===== src/rtl/bpt_pkg.sv =====
package bpt_pkg;
  localparam int ADDR_W  = 5;
  localparam int PNUM_W  = 10;
  localparam int PART_W  = 2;
  localparam int CTRL_W  = 6;
  localparam int BYTE_W  = 8;
  localparam int NBYTES  = 4;
  localparam int DATA_W  = NBYTES * BYTE_W;
  localparam int GRP_W   = BYTE_W + 1;
  localparam int ENC_W   = NBYTES * GRP_W;
  localparam int HDR_W   = 2 * ADDR_W + PNUM_W + PART_W + CTRL_W;
  localparam int FLIT_W  = HDR_W + ENC_W;

  localparam logic [CTRL_W-1:0] CTRL_NEW   = 6'b000000;
  localparam logic [CTRL_W-1:0] CTRL_PART  = 6'b000001;
  localparam logic [CTRL_W-1:0] CTRL_WHOLE = 6'b000010;

  typedef struct packed {
    logic [PNUM_W-1:0] tag;
    logic [ADDR_W-1:0] src;
    logic [ADDR_W-1:0] dst;
    logic [DATA_W-1:0] data;
  } entry_t;

  typedef struct packed {
    logic [ADDR_W-1:0] src;
    logic [ADDR_W-1:0] dst;
    logic [PNUM_W-1:0] pnum;
    logic [PART_W-1:0] part;
    logic [CTRL_W-1:0] ctrl;
  } hdr_t;
endpackage


===== src/rtl/bpt_encoder.sv =====
module bpt_encoder
  import bpt_pkg::*;
(
  input  logic [DATA_W-1:0] data,
  output logic [ENC_W-1:0]  enc
);
  for (genvar g = 0; g < NBYTES; g++) begin : g_grp
    logic [BYTE_W-1:0] b;
    assign b = data[DATA_W-1-g*BYTE_W -: BYTE_W];
    assign enc[ENC_W-1-g*GRP_W -: GRP_W] = {b, ^b};
  end
endmodule


===== src/rtl/bpt_store.sv =====
module bpt_store
  import bpt_pkg::*;
#(
  parameter int DEPTH = 8
) (
  input  logic              clk,
  input  logic              rst,
  input  logic              wr_en,
  input  entry_t            wr_entry,
  input  logic              rd_en,
  input  logic [PNUM_W-1:0] rd_pnum,
  output entry_t            rd_entry,
  output logic              rd_vld
);
  localparam int IDX_W = (DEPTH > 1) ? $clog2(DEPTH) : 1;

  entry_t           mem [DEPTH];
  logic [DEPTH-1:0] vld_q;
  logic [IDX_W-1:0] wr_idx, rd_idx;

  assign wr_idx = wr_entry.tag[IDX_W-1:0];
  assign rd_idx = rd_pnum[IDX_W-1:0];

  always_ff @(posedge clk) begin
    if (wr_en) mem[wr_idx] <= wr_entry;
    if (rd_en) rd_entry <= mem[rd_idx];
  end

  always_ff @(posedge clk) begin
    if (rst) begin
      vld_q  <= '0;
      rd_vld <= 1'b0;
    end else begin
      if (wr_en) vld_q[wr_idx] <= 1'b1;
      if (rd_en) rd_vld <= vld_q[rd_idx];
    end
  end

  assert_slot_filled_R8: assert property (@(posedge clk) disable iff (rst)
    wr_en |=> vld_q[$past(wr_idx)]);
endmodule


===== src/rtl/bpt_nak_unit.sv =====
module bpt_nak_unit
  import bpt_pkg::*;
(
  input  logic              clk,
  input  logic              rst,
  input  logic              nak_valid,
  output logic              nak_ready,
  input  logic [ADDR_W-1:0] nak_src,
  input  logic [PNUM_W-1:0] nak_pnum,
  input  logic [PART_W-1:0] nak_part,
  input  logic              nak_whole,
  input  logic              done,
  output logic              take,
  output logic              pend,
  output logic [ADDR_W-1:0] pend_src,
  output logic [PNUM_W-1:0] pend_pnum,
  output logic [PART_W-1:0] pend_part,
  output logic              pend_whole
);
  assign nak_ready = !pend;
  assign take      = nak_valid && nak_ready;

  always_ff @(posedge clk) begin
    if (rst) begin
      pend       <= 1'b0;
      pend_src   <= '0;
      pend_pnum  <= '0;
      pend_part  <= '0;
      pend_whole <= 1'b0;
    end else if (take) begin
      pend       <= 1'b1;
      pend_src   <= nak_src;
      pend_pnum  <= nak_pnum;
      pend_part  <= nak_part;
      pend_whole <= nak_whole;
    end else if (done) begin
      pend <= 1'b0;
    end
  end

  assert_single_nak_R10: assert property (@(posedge clk) disable iff (rst)
    (pend && !done) |=> (pend && $stable(pend_pnum) && $stable(pend_part)));
endmodule


===== src/rtl/bpt_sender.sv =====
module bpt_sender
  import bpt_pkg::*;
#(
  parameter int DEPTH = 8
) (
  input  logic                clk,
  input  logic                rst,
  input  logic                in_valid,
  output logic                in_ready,
  input  logic [DATA_W-1:0]   in_data,
  input  logic [ADDR_W-1:0]   in_src,
  input  logic [ADDR_W-1:0]   in_dst,
  input  logic                nak_valid,
  output logic                nak_ready,
  input  logic [ADDR_W-1:0]   nak_src,
  input  logic [PNUM_W-1:0]   nak_pnum,
  input  logic [PART_W-1:0]   nak_part,
  input  logic                nak_whole,
  output logic                out_valid,
  input  logic                out_ready,
  output logic [FLIT_W-1:0]   out_flit,
  output logic                nak_err
);
  logic [PNUM_W-1:0] pnum_q;
  logic              advance, accept, hit, done, take;
  logic              pend, pend_whole;
  logic [ADDR_W-1:0] pend_src;
  logic [PNUM_W-1:0] pend_pnum;
  logic [PART_W-1:0] pend_part;
  entry_t            wr_e, rd_e;
  logic              rd_vld;
  logic [ENC_W-1:0]  new_enc, old_enc, re_payload;
  logic [GRP_W-1:0]  grp;
  hdr_t              new_hdr, re_hdr;

  assign advance  = !out_valid || out_ready;
  assign in_ready = advance && !pend && !nak_valid;
  assign accept   = in_valid && in_ready;

  bpt_nak_unit u_nak (
    .clk(clk), .rst(rst),
    .nak_valid(nak_valid), .nak_ready(nak_ready),
    .nak_src(nak_src), .nak_pnum(nak_pnum), .nak_part(nak_part),
    .nak_whole(nak_whole), .done(done), .take(take),
    .pend(pend), .pend_src(pend_src), .pend_pnum(pend_pnum),
    .pend_part(pend_part), .pend_whole(pend_whole)
  );

  assign wr_e = '{tag: pnum_q, src: in_src, dst: in_dst, data: in_data};

  bpt_store #(.DEPTH(DEPTH)) u_store (
    .clk(clk), .rst(rst),
    .wr_en(accept), .wr_entry(wr_e),
    .rd_en(take), .rd_pnum(nak_pnum),
    .rd_entry(rd_e), .rd_vld(rd_vld)
  );

  bpt_encoder u_enc_new (.data(in_data),   .enc(new_enc));
  bpt_encoder u_enc_old (.data(rd_e.data), .enc(old_enc));

  assign hit  = rd_vld && (rd_e.tag == pend_pnum) && (rd_e.dst == pend_src);
  assign done = pend && (!hit || advance);

  always_comb begin
    grp = '0;
    for (int k = 0; k < NBYTES; k++) begin
      if (pend_part == PART_W'(k)) grp = old_enc[ENC_W-1-k*GRP_W -: GRP_W];
    end
  end

  assign re_payload = pend_whole ? old_enc : {{(ENC_W-GRP_W){1'b0}}, grp};
  assign new_hdr = '{src: in_src, dst: in_dst, pnum: pnum_q, part: '0, ctrl: CTRL_NEW};
  assign re_hdr  = '{src: rd_e.src, dst: rd_e.dst, pnum: rd_e.tag,
                     part: pend_whole ? '0 : pend_part,
                     ctrl: pend_whole ? CTRL_WHOLE : CTRL_PART};

  always_ff @(posedge clk) begin
    if (rst) begin
      out_valid <= 1'b0;
      out_flit  <= '0;
      pnum_q    <= '0;
      nak_err   <= 1'b0;
    end else begin
      if (advance) out_valid <= 1'b0;
      if (pend) begin
        if (!hit) begin
          nak_err <= 1'b1;
        end else if (advance) begin
          out_valid <= 1'b1;
          out_flit  <= {re_hdr, re_payload};
        end
      end else if (accept) begin
        out_valid <= 1'b1;
        out_flit  <= {new_hdr, new_enc};
        pnum_q    <= pnum_q + 1'b1;
      end
    end
  end

  assert_hold_flit_R4: assert property (@(posedge clk) disable iff (rst)
    (out_valid && !out_ready) |=> (out_valid && $stable(out_flit)));
  assert_err_sticky_R9: assert property (@(posedge clk) disable iff (rst)
    nak_err |=> nak_err);
  assert_resend_first_R7: assert property (@(posedge clk) disable iff (rst)
    pend |-> !in_ready);
  assert_one_at_a_time_R10: assert property (@(posedge clk) disable iff (rst)
    take |=> !nak_ready);
endmodule


===== config.mk =====
export PLATFORM = sky130hd
export DESIGN_NAME = bpt_sender
export DESIGN_NICKNAME = d
export VERILOG_FILES = /design/src/rtl/bpt_pkg.sv /design/src/rtl/bpt_encoder.sv /design/src/rtl/bpt_store.sv /design/src/rtl/bpt_nak_unit.sv /design/src/rtl/bpt_sender.sv
export SDC_FILE = /design/constraint.sdc
export NUM_CORES = 1
export LEC_CHECK = 0
export BUFFER_PORTS_ARGS = -buffer_cell sky130_fd_sc_hd__buf_2
export CAP_MARGIN = 5
export CELL_PAD_IN_SITES_DETAIL_PLACEMENT = 0
export CELL_PAD_IN_SITES_GLOBAL_PLACEMENT = 1
export CORE_MARGIN = 2
export CORE_UTILIZATION = 52
export CTS_CLUSTER_SIZE = 12
export DETAILED_ROUTE_END_ITERATION = 10
export PLACE_DENSITY = 0.89
export SLEW_MARGIN = 25
export SYNTH_ARGS = -nofsm -noshare
export SYNTH_HDL_FRONTEND = slang
export SYNTH_SLANG_ARGS = --single-unit

===== constraint.sdc =====
create_clock -name clk -period 8.85 [get_ports clk]
set_clock_uncertainty 0.05 [all_clocks]
set_input_delay 0.885 -clock clk [delete_from_list [all_inputs] [get_ports clk]]
set_output_delay 0.885 -clock clk [all_outputs]
set_load 0.005 [all_outputs]

==> impl_results.md, run 1 <==
* Total grt overflow at 0
* Post-CTS Resized at 0
* Clock buffer count from CTS at 55
* Post-synthesis sequential area ratio at 72.1%
* Pin count of the biggest net entering global routing at 85
* Hold Vio Cnt, Final at 0
* Outcome: completed
* Actual slew at the worst max-slew pin at 1.04 ns
* Commonest non-fill, non-tap cell in the layout: edfxtp_1
* Layout cells sized above 1 at 27.0%
* Finish-stage setup viols at 0
* Chip height at 211 µm
* DRT Wirelength at 48300 µm
* Vias at 11700
* WS Path Type: flop to flop
* Worst-path fanout max at 47
* DR pass1 iterations at 5
* CTS tree: done
* Seq cells post-synth at 568
* Reg-to-reg slack, setup at 5.45 ns
* Min Clock Period, post-route at 3.40 ns
* Slew margin rel. at 30.5%
* Drc violations at 0
* Hold WC Path Type: flop to flop
* Number of global-route vias before repair at 11800
* H-Tree Level Count at 2
* EDFF count, synth at 468
* Fin. max-slew vios at 0
* Postcts setup bufs at 0
* Crit path launch type: flop
* Routed Antenna Nets at 0
* Yosys warns at 0
* Final worst setup slack at 5.45 ns
* Via density at 5.95
* Syn avg cell area at 17.7 µm²
* Top Ports at 133
* Clk root buf: clkbuf_16
* Clk_lat worst skew at 0.58 ns
* P&R area growth vs syn at 12.4%
* R2r endpoint: u_store.rd_vld$_SDFFE_PP0P_
* Fin Setup TNS at 0 ns
* Hold-fix buffers, CTS at 0
* Fillers at 2941
* Mux share of post-synthesis cell area at 14.8%
* Leak Pwr at 0.00830 µW
* R2R depth at 6
* Max Clock Freq at 294 MHz
* Synth async-reset ratio at 0%
* Largest family of logic cells by synthesized area: multiplexers
* CP required at 9.21 ns
* R2R Path Start: u_nak.pend$_SDFFE_PP0P_
* Gr usage total at 21.8%
* Most frequent cells in the layout: 468 x edfxtp_1, 125 x buf_2, 106 x mux4_2
* RePlAce Congestion at 0.762
* Post-synthesis compound-gate area fraction at 4.36%
* CTS max path bufs at 3
* Max Cap Violations at 0
* Post-synthesis xor/xnor area fraction at 3.15%
* DP HPWL at 27100 µm
* Pwr dens at 220 nW/µm²
* Post-Synth Adder-Cell Area at 0.0562%
* Core Region at 42100 µm²
* CTS Sinks at 568
* Die width at 211 µm
* Netlist Area Pre-Place at 22300 µm²
* Global-route wire length before repair at 72300 µm
* Kind of end point of the critical path: flop
* Synth unique cells at 39
* Rows at 75
* RSZ-0062 raised after global routing: no
* Share of the clock period used by the worst path at 38.4%
* Initial antenna violation count at 3
* WL/cell at 24.5 µm
* Setup WS pre-CTS at 5.15 ns
* Mapped Cells at 1254
* Worst Setup EP: u_store.rd_vld$_SDFFE_PP0P_
* Simple-gate share of the synthesized area at 3.60%
* Die Area at 44500 µm²
* Worst IR Drop VDD at 0.000148 V
* Starting density of the core at 52.8%
* Ys flop type: edfxtp_1
* Initial DRC count at 1029
* Nets at 1446
* WP data arrival at 3.76 ns
* IO Port Bufs at 128
* Crit. Startpoint: u_nak.pend$_SDFFE_PP0P_
* Clock-pin slew on the worst setup and hold paths at 0.06 ns
stage by stage:
step | utilization [%] | std cells | hold WS (ns) | cell area, µm² | total power (µW)
final | 59.4 | 1968 | 0.420 | 25000 | 5510
after global routing | 59.4 | 1966 | 0.435 | 25000 | 5680
after CTS | 59.3 | 1964 | 0.420 | 25000 | 5540
after detailed placement | 55.5 | 1861 | 0.411 | 23400 | 3440
after global placement | 55.5 | 1861 | 0.394 | 23400 | 3430
after floorplan | - | 1257 | 0.385 | 22300 | 3300
state kept, by name, indices dropped and copies added (netlist names), named ones only:
name	cells
u_nak.pend_whole	1
out_flit	60
u_store.vld_q	8
u_nak.pend_src	5
u_store.mem	416
u_store.rd_vld	1
u_store.rd_entry	52
u_nak.pend_pnum	10
u_nak.pend	1
u_nak.pend_part	2
pnum_q	10
nak_err	1
Yosys cell counts, types with 2 or more instances:
library cell	count	area, µm²
buf_2	15	75.1
nand4_1	5	31.3
and3_1	5	31.3
a22o_1	8	70.1
nand2_1	58	218
a211oi_2	2	25.0
xnor2_1	72	631
xor2_1	8	70.1
dfxtp_1	100	2000
a211oi_1	51	383
buf_1	4	15.0
inv_1	3	11.3
buf_6	9	101
a22oi_1	24	180
o21ai_0	8	40.0
mux4_2	106	2390
nand2b_1	3	18.8
nor3_1	8	40.0
clkbuf_1	45	169
nor2_1	102	383
edfxtp_1	468	14100
o221a_2	2	22.5
a21oi_1	38	190
mux2_2	52	586
mux2i_1	32	320
nand3_1	8	40.0
buf_4	6	45.0
power breakdown:
part,internal [µW],total (µW),switching [µW]
logic,167,375,208
clock network,1200,2130,930
registers,2950,3010,51.8
worst max-delay path: stages (launching register included):
cell and delay (ns):
dfxtp_2 1.00, clkinv_1 0.22, nand2_1 0.65, inv_2 0.49, buf_4 0.52, nor2_1 0.18
a211oi_1 0.07
area by class of cell:
type | instances | area, µm² | area share, %
Timing Repair Buffer | 145 | 800 | 3.20
Sequential cell | 568 | 16100 | 64.2
Multi-Input combinational cell | 607 | 5850 | 23.4
Clock inverter | 6 | 43.8 | 0.175
Inverter | 3 | 11.3 | 0.0450
Clock buffer | 97 | 1580 | 6.30
Antenna cell | 3 | 7.51 | 0.0300
Tap cell | 539 | 674 | 2.70
per-layer routing:
layer | wire (µm) | track usage [%] | up-vias
li1 | - | - | 5173
met1 | 19600 | 29.8 | 6030
met2 | 24100 | 36.1 | 439
met3 | 3500 | 4.07 | 71
met4 | 1160 | 6.58 | 2
met5 | 13 | 0 | -
kinds of logic after synthesis:
family                   count (synthesis)
AO/OA/AOI/OAI                          139
XOR/XNOR                                80
adder cells (fa/ha/maj)                  1
AND/OR/NAND/NOR                        193
buffers and inverters                   82
flip-flops                             568
multiplexers                           190
other                                    1
how the worst min path moves through the flow:
stage	start	endpoint	slack [ns]	depth (start not counted)
global route	u_nak.pend_pnum[1]$_SDFFE_PP0P_	u_nak.pend_pnum[1]$_SDFFE_PP0P_	0.43	2
finish	u_nak.pend_src[3]$_SDFFE_PP0P_	u_nak.pend_src[3]$_SDFFE_PP0P_	0.42	2
detailed placement	nak_err$_SDFFE_PP0P_	nak_err$_SDFFE_PP0P_	0.41	2
CTS	u_nak.pend_src[4]$_SDFFE_PP0P_	u_nak.pend_src[4]$_SDFFE_PP0P_	0.42	2
global placement	u_store.vld_q[7]$_SDFFE_PP0P_	u_store.vld_q[7]$_SDFFE_PP0P_	0.39	2
floorplan	u_store.vld_q[2]$_SDFFE_PP0P_	u_store.vld_q[2]$_SDFFE_PP0P_	0.38	2
No activity file was read; power rests on OpenSTA's default activity.
==> run 2, diff against run 1 <==
- ABC_AREA: unset -> 1
- CORE_UTILIZATION: 52 -> 44
- PLACE_DENSITY: 0.89 -> 0.86
- clock period: 8.85 -> 2.8 ns (I/O delays scaled with it)
==> run 2 against run 1 <==
Die area increased by 22%; first-iteration DRC count rose by 39%; utilization down 7.3 points; largest power group unchanged; final cell count rose by 52%; critical path depth is 6 higher; critical path type unchanged; routed wire length up 22%; combinational power increased to 3.9 times the previous value; clock power grew to 3.3 times the previous value.
==> impl_results.md, run 2 <==
* RSZ-0062 raised after global routing: no
* Top Ports at 133 (unchanged)
* Crit path cell chain: nand2_1 -> inv_1 -> nor2_1 -> nor2_1 -> nand3_1 -> nor2_4 -> nand4_4 -> nand2_4 -> inv_2 -> buf_4 -> nor2_1 -> nor2_1
* DP HPWL at 34800 µm (+28%)
* Clock buffer count from CTS at 55 (unchanged)
* Placed Area at 24600 µm² (+5.1%)
* Vias at 16300 (+39%)
* Area leader, netlist: edfxtp_1
* Met3 Resource Use GR at 3.39% (-0.68 points)
* Slew margin rel. at 45.4% (+15 points)
* Outcome: completed
* Die Area at 54200 µm² (+22%)
* Crit path buf inv count at 3 (unchanged)
* Nets at 2334 (+61%)
* Rows at 83 (+11%)
* Seq cells post-synth at 568 (unchanged)
* Gr usage total at 21.6% (-0.17 points)
* Largest regs: u_store.mem: 416 flops, out_flit: 60 flops, u_store.rd_entry: 52 flops
* Synth unique cells at 38 (-2.6%)
* Final Cell Area at 26800 µm² (+7.1%)
* H-Tree Level Count at 2 (unchanged)
* Initial DRC count at 1434 (+39%)
* Min Clock Period, post-route at 2.29 ns (-1.11 ns)
* EDFF count, synth at 468 (unchanged)
* Max Cap Violations at 0 (unchanged)
* Largest family of logic cells by synthesized area: simple AND/OR/NAND/NOR gates
* Global-route wire length before repair at 89500 µm (+24%)
* Core Region at 51500 µm² (+22%)
* Die width at 233 µm (+10%)
* Worst IR Drop VDD at 0.000574 V (+290%)
* CTS Sinks at 568 (unchanged)
* Total grt overflow at 0 (unchanged)
* Layout cells sized above 1 at 11.6% (-15 points)
* Met2 Usage GRT at 35.2% (-0.90 points)
* CTS max path bufs at 3 (unchanged)
* Most frequent cell on the critical path: nor2_1
* Simple-gate share of the synthesized area at 13.7% (+10 points)
* Fin. max-slew vios at 0 (unchanged)
* Pin count of the biggest net entering global routing at 131 (+54%)
* Syn avg cell area at 11.0 µm² (-38%)
* Pwr dens at 670 nW/µm² (+200%)
* DRT Wirelength at 58700 µm (+22%)
* Actual slew at the worst max-slew pin at 0.816 ns (-0.226 ns)
* CTS tree: done
* Post-synthesis compound-gate area fraction at 11.5% (+7.1 points)
* Post-Synth Adder-Cell Area at 0.0543% (-0.0019 points)
* Mapped Cells at 2104 (+68%)
* Routed Antenna Nets at 0 (unchanged)
* WP data arrival at 2.79 ns (-0.97 ns)
* Ys flop type: edfxtp_1
* Netlist Area Pre-Place at 23100 µm² (+3.6%)
* Share of the clock period used by the worst path at 81.8% (+43 points)
* Final Power at 18000 µW (+230%)
* Worst-path fanout max at 35 (-26%)
* Leak Pwr at 0.00977 µW (+18%)
* Synth area leaders: edfxtp_1 61%, nor2_1 9.1%, dfxtp_1 8.7%
* Largest delay share family, worst path: buffers and inverters
* Mux share of post-synthesis cell area at 0% (-15 points)
* Hold WC Path Type: primary input to flop
* Final worst setup slack at 0.509 ns (-4.94 ns)
* Commonest non-fill, non-tap cell in the layout: nor2_1
* Flip-flop and latch area at 16100 µm² (about the same)
* P&R area growth vs syn at 16.3%
* Synth async-reset ratio at 0% (unchanged)
* Finish-stage setup viols at 0 (unchanged)
* Via density at 5.42 (-8.9%)
* Synth cell count leaders: 558 x nor2_1, 468 x edfxtp_1, 326 x o21ai_0, 209 x nand2_1, 100 x dfxtp_1
* Drc violations at 0 (unchanged)
* WL/cell at 19.6 µm (-20%)
* Number of global-route vias before repair at 15500 (+31%)
* Post-synthesis xor/xnor area fraction at 1.48% (-1.7 points)
* Clk_lat worst skew at 0.62 ns (+0.04 ns)
* Starting density of the core at 44.8% (-8.1 points)
* Initial antenna violation count at 3 (unchanged)
* RePlAce Congestion at 0.837 (+9.8%)
* CP max-delay cell: buf_4
* Worst path max stage delay at 0.47 ns (-0.53 ns)
* WS Path Type: flop to flop
* Setup WS pre-CTS at 0.545 ns (-4.61 ns)
* Postcts setup bufs at 0 (unchanged)
* Max Clock Freq at 437 MHz (+48%)
* Max FFs per register at 416 (unchanged)
* Crit path launch type: flop
* Biggest register: u_store.mem
* DR pass1 iterations at 6 (+1)
* Worst hold margin at 0.0478 ns (-0.372 ns)
* M1 GR Usage at 29.3% (-0.55 points)
* Chip height at 233 µm (+10%)
* Clk root buf: clkbuf_16
* Yosys top cell area share at 61.0% (-2.2 points)
* Fillers at 4433 (+51%)
* IO Port Bufs at 128 (unchanged)
* GRT Max-Usage Layer: met2
* Yosys warns at 0 (unchanged)
* Clock-pin slew on the worst setup and hold paths at 0.06 ns (about the same)
* Hold Vio Cnt, Final at 0 (unchanged)
* CP required at 3.29 ns (-5.92 ns)
* Post-synthesis sequential area ratio at 69.6% (-2.5 points)
* Kind of end point of the critical path: flop
* Count leader, synth: nor2_1
* Most frequent cells in the layout: 551 x nor2_1, 468 x edfxtp_1, 326 x o21ai_0
* Multi-input combinational cell area at 6230 µm² (+6.4%)
## run 2: changes by cell type after synthesis, sizes merged, moves of 62 or more
cell | before | now
a31oi | 0 | 62
inv | 3 | 76
mux4 | 106 | 0
nand2 | 58 | 210
nor2 | 102 | 570
o21ai | 8 | 332
## run 2: worst reg2reg max path, stage by stage, from the launching register on
cell      delay (ns)
edfxtp_1        0.42
nand2_1         0.09
inv_1           0.04
nor2_1          0.08
nor2_1          0.05
nand3_1         0.11
nor2_4          0.07
nand4_4         0.11
nand2_4         0.06
inv_2           0.41
buf_4           0.47
nor2_1          0.12
nor2_1          0.15
## run 2: logic make-up (layout without fill, tap and decap cells)
| logic type | Yosys count | in the layout |
|---|---|---|
| xor gates and xnor gates | 39 | 39 |
| other | 1 | 6 |
| adders and majority gates | 1 | 1 |
| buffers and inverters | 198 | 406 |
| DFF | 568 | 568 |
| AOI/OAI and AO/OA | 490 | 490 |
| and+or+nand+nor | 807 | 807 |
## run 2: worst paths after layout
check	depth (start not counted)	from	endpoint	slack, ns
hold / removal	3	nak_part[1]	u_nak.pend_part[1]$_SDFFE_PP0P_	0.05
setup / recovery	12	u_store.rd_entry[36]$_DFFE_PP_	out_flit[23]$_SDFFE_PP0P_	0.51
setup reg to reg	12	u_store.rd_entry[36]$_DFFE_PP_	out_flit[23]$_SDFFE_PP0P_	0.51
hold reg to reg	2	u_store.vld_q[2]$_SDFFE_PP0P_	u_store.vld_q[2]$_SDFFE_PP0P_	0.42
## run 2: routing by layer
| metal | wire length (µm) | share of wire [%] |
|---|---|---|
| met2 | 27700 | 47 |
| met1 | 25000 | 43 |
| met4 | 1800 | 3.1 |
| met3 | 4230 | 7.2 |
| met5 | 7 | 0.012 |
## run 2: area by class of cell
| class | count | area share [%] |
|---|---|---|
| tap | 680 | 3.17 |
| timing repair buffer | 225 | 6.26 |
| clock inverter | 5 | 0.140 |
| antenna | 2 | 0.0187 |
| sequential | 568 | 59.9 |
| multi-input combinational | 1341 | 23.2 |
| inverter | 77 | 1.09 |
| clock buffer | 99 | 6.18 |
## run 2: what timing repair did
item	in CTS	in global routing
hold buffers	55	0
gates resized for setup	0	0
endpoints found under the hold margin	350	0
## run 2: where the power goes
part	internal, µW	switching [µW]
logic	506	961
registers	9350	140
clock network	3970	3050
total	13800	4150
## run 2: metrics by stage
| step | util (%) | instances | setup TNS [ns] |
|---|---|---|---|
| after floorplan | - | 2107 | -141.64 |
| after global placement | 47.7 | 2836 | 0 |
| after detailed placement | 47.7 | 2836 | 0 |
| after CTS | 52.0 | 2995 | 0 |
| after global routing | 52.0 | 2997 | 0 |
| final | 52.0 | 2997 | 0 |
==> run 3, diff against run 2 <==
- CORE_UTILIZATION: 44 -> 49
- PLACE_DENSITY: 0.86 -> 0.9
- clock period: 2.8 -> 2.36 ns (I/O delays scaled with it)
==> run 3 against run 2 <==
Sequential share of layout area shrank 0.24 points; global-route usage grew 1.9 points; hold slack worse by 0.0092 ns; largest cell class unchanged.
==> impl_results.md, run 3 (same netlist as run 2, synthesis figures left out) <==
* Outcome: completed
* Routed Antenna Nets at 0 (unchanged)
* Fin Setup TNS at 0 ns (unchanged)
* Leak Pwr at 0.00984 µW (+0.76%)
* Crit path launch type: flop
* Max FFs per register at 416 (unchanged)
* Initial antenna violation count at 2 (-1)
* Clock-pin slew on the worst setup and hold paths at 0.06 ns (about the same)
* Worst hold margin at 0.0386 ns (-0.00918 ns)
* Largest delay share family, worst path: buffers and inverters
* Worst IR Drop VDD at 0.000501 V (-13%)
* CTS tree: done
* Crit path cell chain: buf_4 -> nor2_4 -> clkinvlp_4 -> buf_4 -> o21ai_0 -> dlygate4sd3_1 -> a21oi_1
* Finish-stage setup viols at 0 (unchanged)
* Nets at 2350 (+0.69%)
* H-Tree Level Count at 2 (unchanged)
* RSZ-0062 raised after global routing: no
* Actual slew at the worst max-slew pin at 0.776 ns (-0.0404 ns)
* Clk root buf: clkbuf_16
* Layout cells sized above 1 at 11.9% (+0.27 points)
* Total grt overflow at 0 (unchanged)
* WS Path Type: flop to flop
* Die width at 221 µm (-5.1%)
* Kind of end point of the critical path: flop
* Min Clock Period, post-route at 2.22 ns (-0.0724 ns)
* Hold WC Path Type: primary input to flop
* Chip height at 221 µm (-5.1%)
* Max Clock Freq at 451 MHz (+3.3%)
* Pin count of the biggest net entering global routing at 86 (-34%)
* Starting density of the core at 49.6% (+4.9 points)
* Fillers at 3719 (-16%)
* DP HPWL at 34900 µm (+0.35%)
* Slew margin rel. at 48.3% (+2.9 points)
* CP max-delay cell: dlygate4sd3_1
* IO Port Bufs at 128 (unchanged)
* Commonest non-fill, non-tap cell in the layout: nor2_1
* CTS max path bufs at 3 (unchanged)
* Clk_lat worst skew at 0.61 ns (about the same)
* Share of the clock period used by the worst path at 94.0% (+12 points)
* WL/cell at 19.9 µm (+1.5%)
* Crit. Startpoint: u_nak.pend$_SDFFE_PP0P_
* Most frequent cell on the critical path: buf_4
* Global-route wire length before repair at 90200 µm (+0.78%)
* Pwr dens at 790 nW/µm² (+18%)
* Biggest register: u_store.mem
* R2R Path Start: u_nak.pend$_SDFFE_PP0P_
* Die Area at 48800 µm² (-10%)
* Number of global-route vias before repair at 16100 (+4.1%)
* Crit path buf inv count at 4 (+1)
* Gr usage total at 23.6% (+1.9 points)
* Vias at 16400 (+0.94%)
* Largest regs: u_store.mem: 416 flops, out_flit: 60 flops, u_store.rd_entry: 52 flops
* Most frequent cells in the layout: 550 x nor2_1, 468 x edfxtp_1, 326 x o21ai_0
* CTS Sinks at 568 (unchanged)
* Hold Vio Cnt, Final at 0 (unchanged)
* Worst-path fanout max at 26 (-26%)
* Core Region at 46500 µm² (-9.8%)
* Final Power at 21300 µW (+18%)
* Worst path max stage delay at 0.57 ns (+0.10 ns)
* Final Instance Count excl. Fillers at 2936 (-2.0%)
* Top Ports at 133 (unchanged)
* P&R area growth vs syn at 16.7%
* Clock buffer count from CTS at 56 (+1.8%)
* WP data arrival at 2.66 ns (-0.13 ns)
* DR pass1 iterations at 6 (unchanged)
* Max Cap Violations at 0 (unchanged)
* Fin. max-slew vios at 0 (unchanged)
* DRT Wirelength at 58400 µm (-0.55%)
* N_diodes at 0 (-2)
* Dpl cells at 2774 (-2.2%)
* Initial DRC count at 1560 (+8.8%)
* Hold path start: nak_part[1]
* Via density at 5.59 (+3.0%)
* CP required at 2.80 ns (-0.49 ns)
* Rows at 79 (-4.8%)
* Drc violations at 0 (unchanged)
* RePlAce Congestion at 0.854 (+2.1%)
[run 3: worst paths after layout]
kind | to | slack, ns | cells after the start
min | u_nak.pend_part[1]$_SDFFE_PP0P_ | 0.04 | 3
max reg2reg | u_nak.pend_pnum[8]$_SDFFE_PP0P_ | 0.14 | 7
min reg2reg | u_store.vld_q[1]$_SDFFE_PP0P_ | 0.42 | 2
max | u_nak.pend_pnum[8]$_SDFFE_PP0P_ | 0.14 | 7
[run 3: per-layer routing]
layer | vias up | GRT usage (%) | share of wire, %
met5 | - | 0 | 0.043
met4 | 4 | 9.31 | 3.2
met3 | 117 | 3.74 | 7.4
met2 | 679 | 38.0 | 47
met1 | 7934 | 32.2 | 42
li1 | 7671 | - | -
[run 3: area by class of cell]
type / count / area (µm²) / area share (%)
Multi-Input combinational cell: 1341 / 6240 / 23.2
Clock buffer: 97 / 1600 / 5.93
Inverter: 77 / 298 / 1.11
Tap cell: 607 / 759 / 2.82
Clock inverter: 6 / 57.6 / 0.214
Sequential cell: 568 / 16100 / 59.7
Timing Repair Buffer: 240 / 1910 / 7.10
[run 3: repair_timing]
item                                   4_1_cts  5_1_grt
gates resized for setup                      0        1
endpoints found under the hold margin      361        0
setup endpoints to repair                    0        1
setup buffers                                0        0
hold buffers                                59        0
[run 3: per-stage QoR]
| stage | worst slack, ns | utilization (%) | area (µm²) |
|---|---|---|---|
| after floorplan | -0.435 | - | 23100 |
| after CTS | 0.0480 | 57.9 | 26900 |
| after global placement | 0.423 | 53.1 | 24700 |
| after global routing | 0.0216 | 57.9 | 26900 |
| after detailed placement | 0.375 | 53.1 | 24700 |
| final | 0.142 | 57.9 | 26900 |
[run 3: tightest hold or removal path: cells and delay by family]
family / cells / cell delay, ns
AO/OA/AOI/OAI: 2 / 0.33
buffers and inverters: 1 / 0.07
[run 3: report_power, final]
| group | internal (µW) | switching (µW) |
|---|---|---|
| Combinational | 627 | 1150 |
| Clock | 4660 | 3570 |
| Sequential | 11100 | 160 |
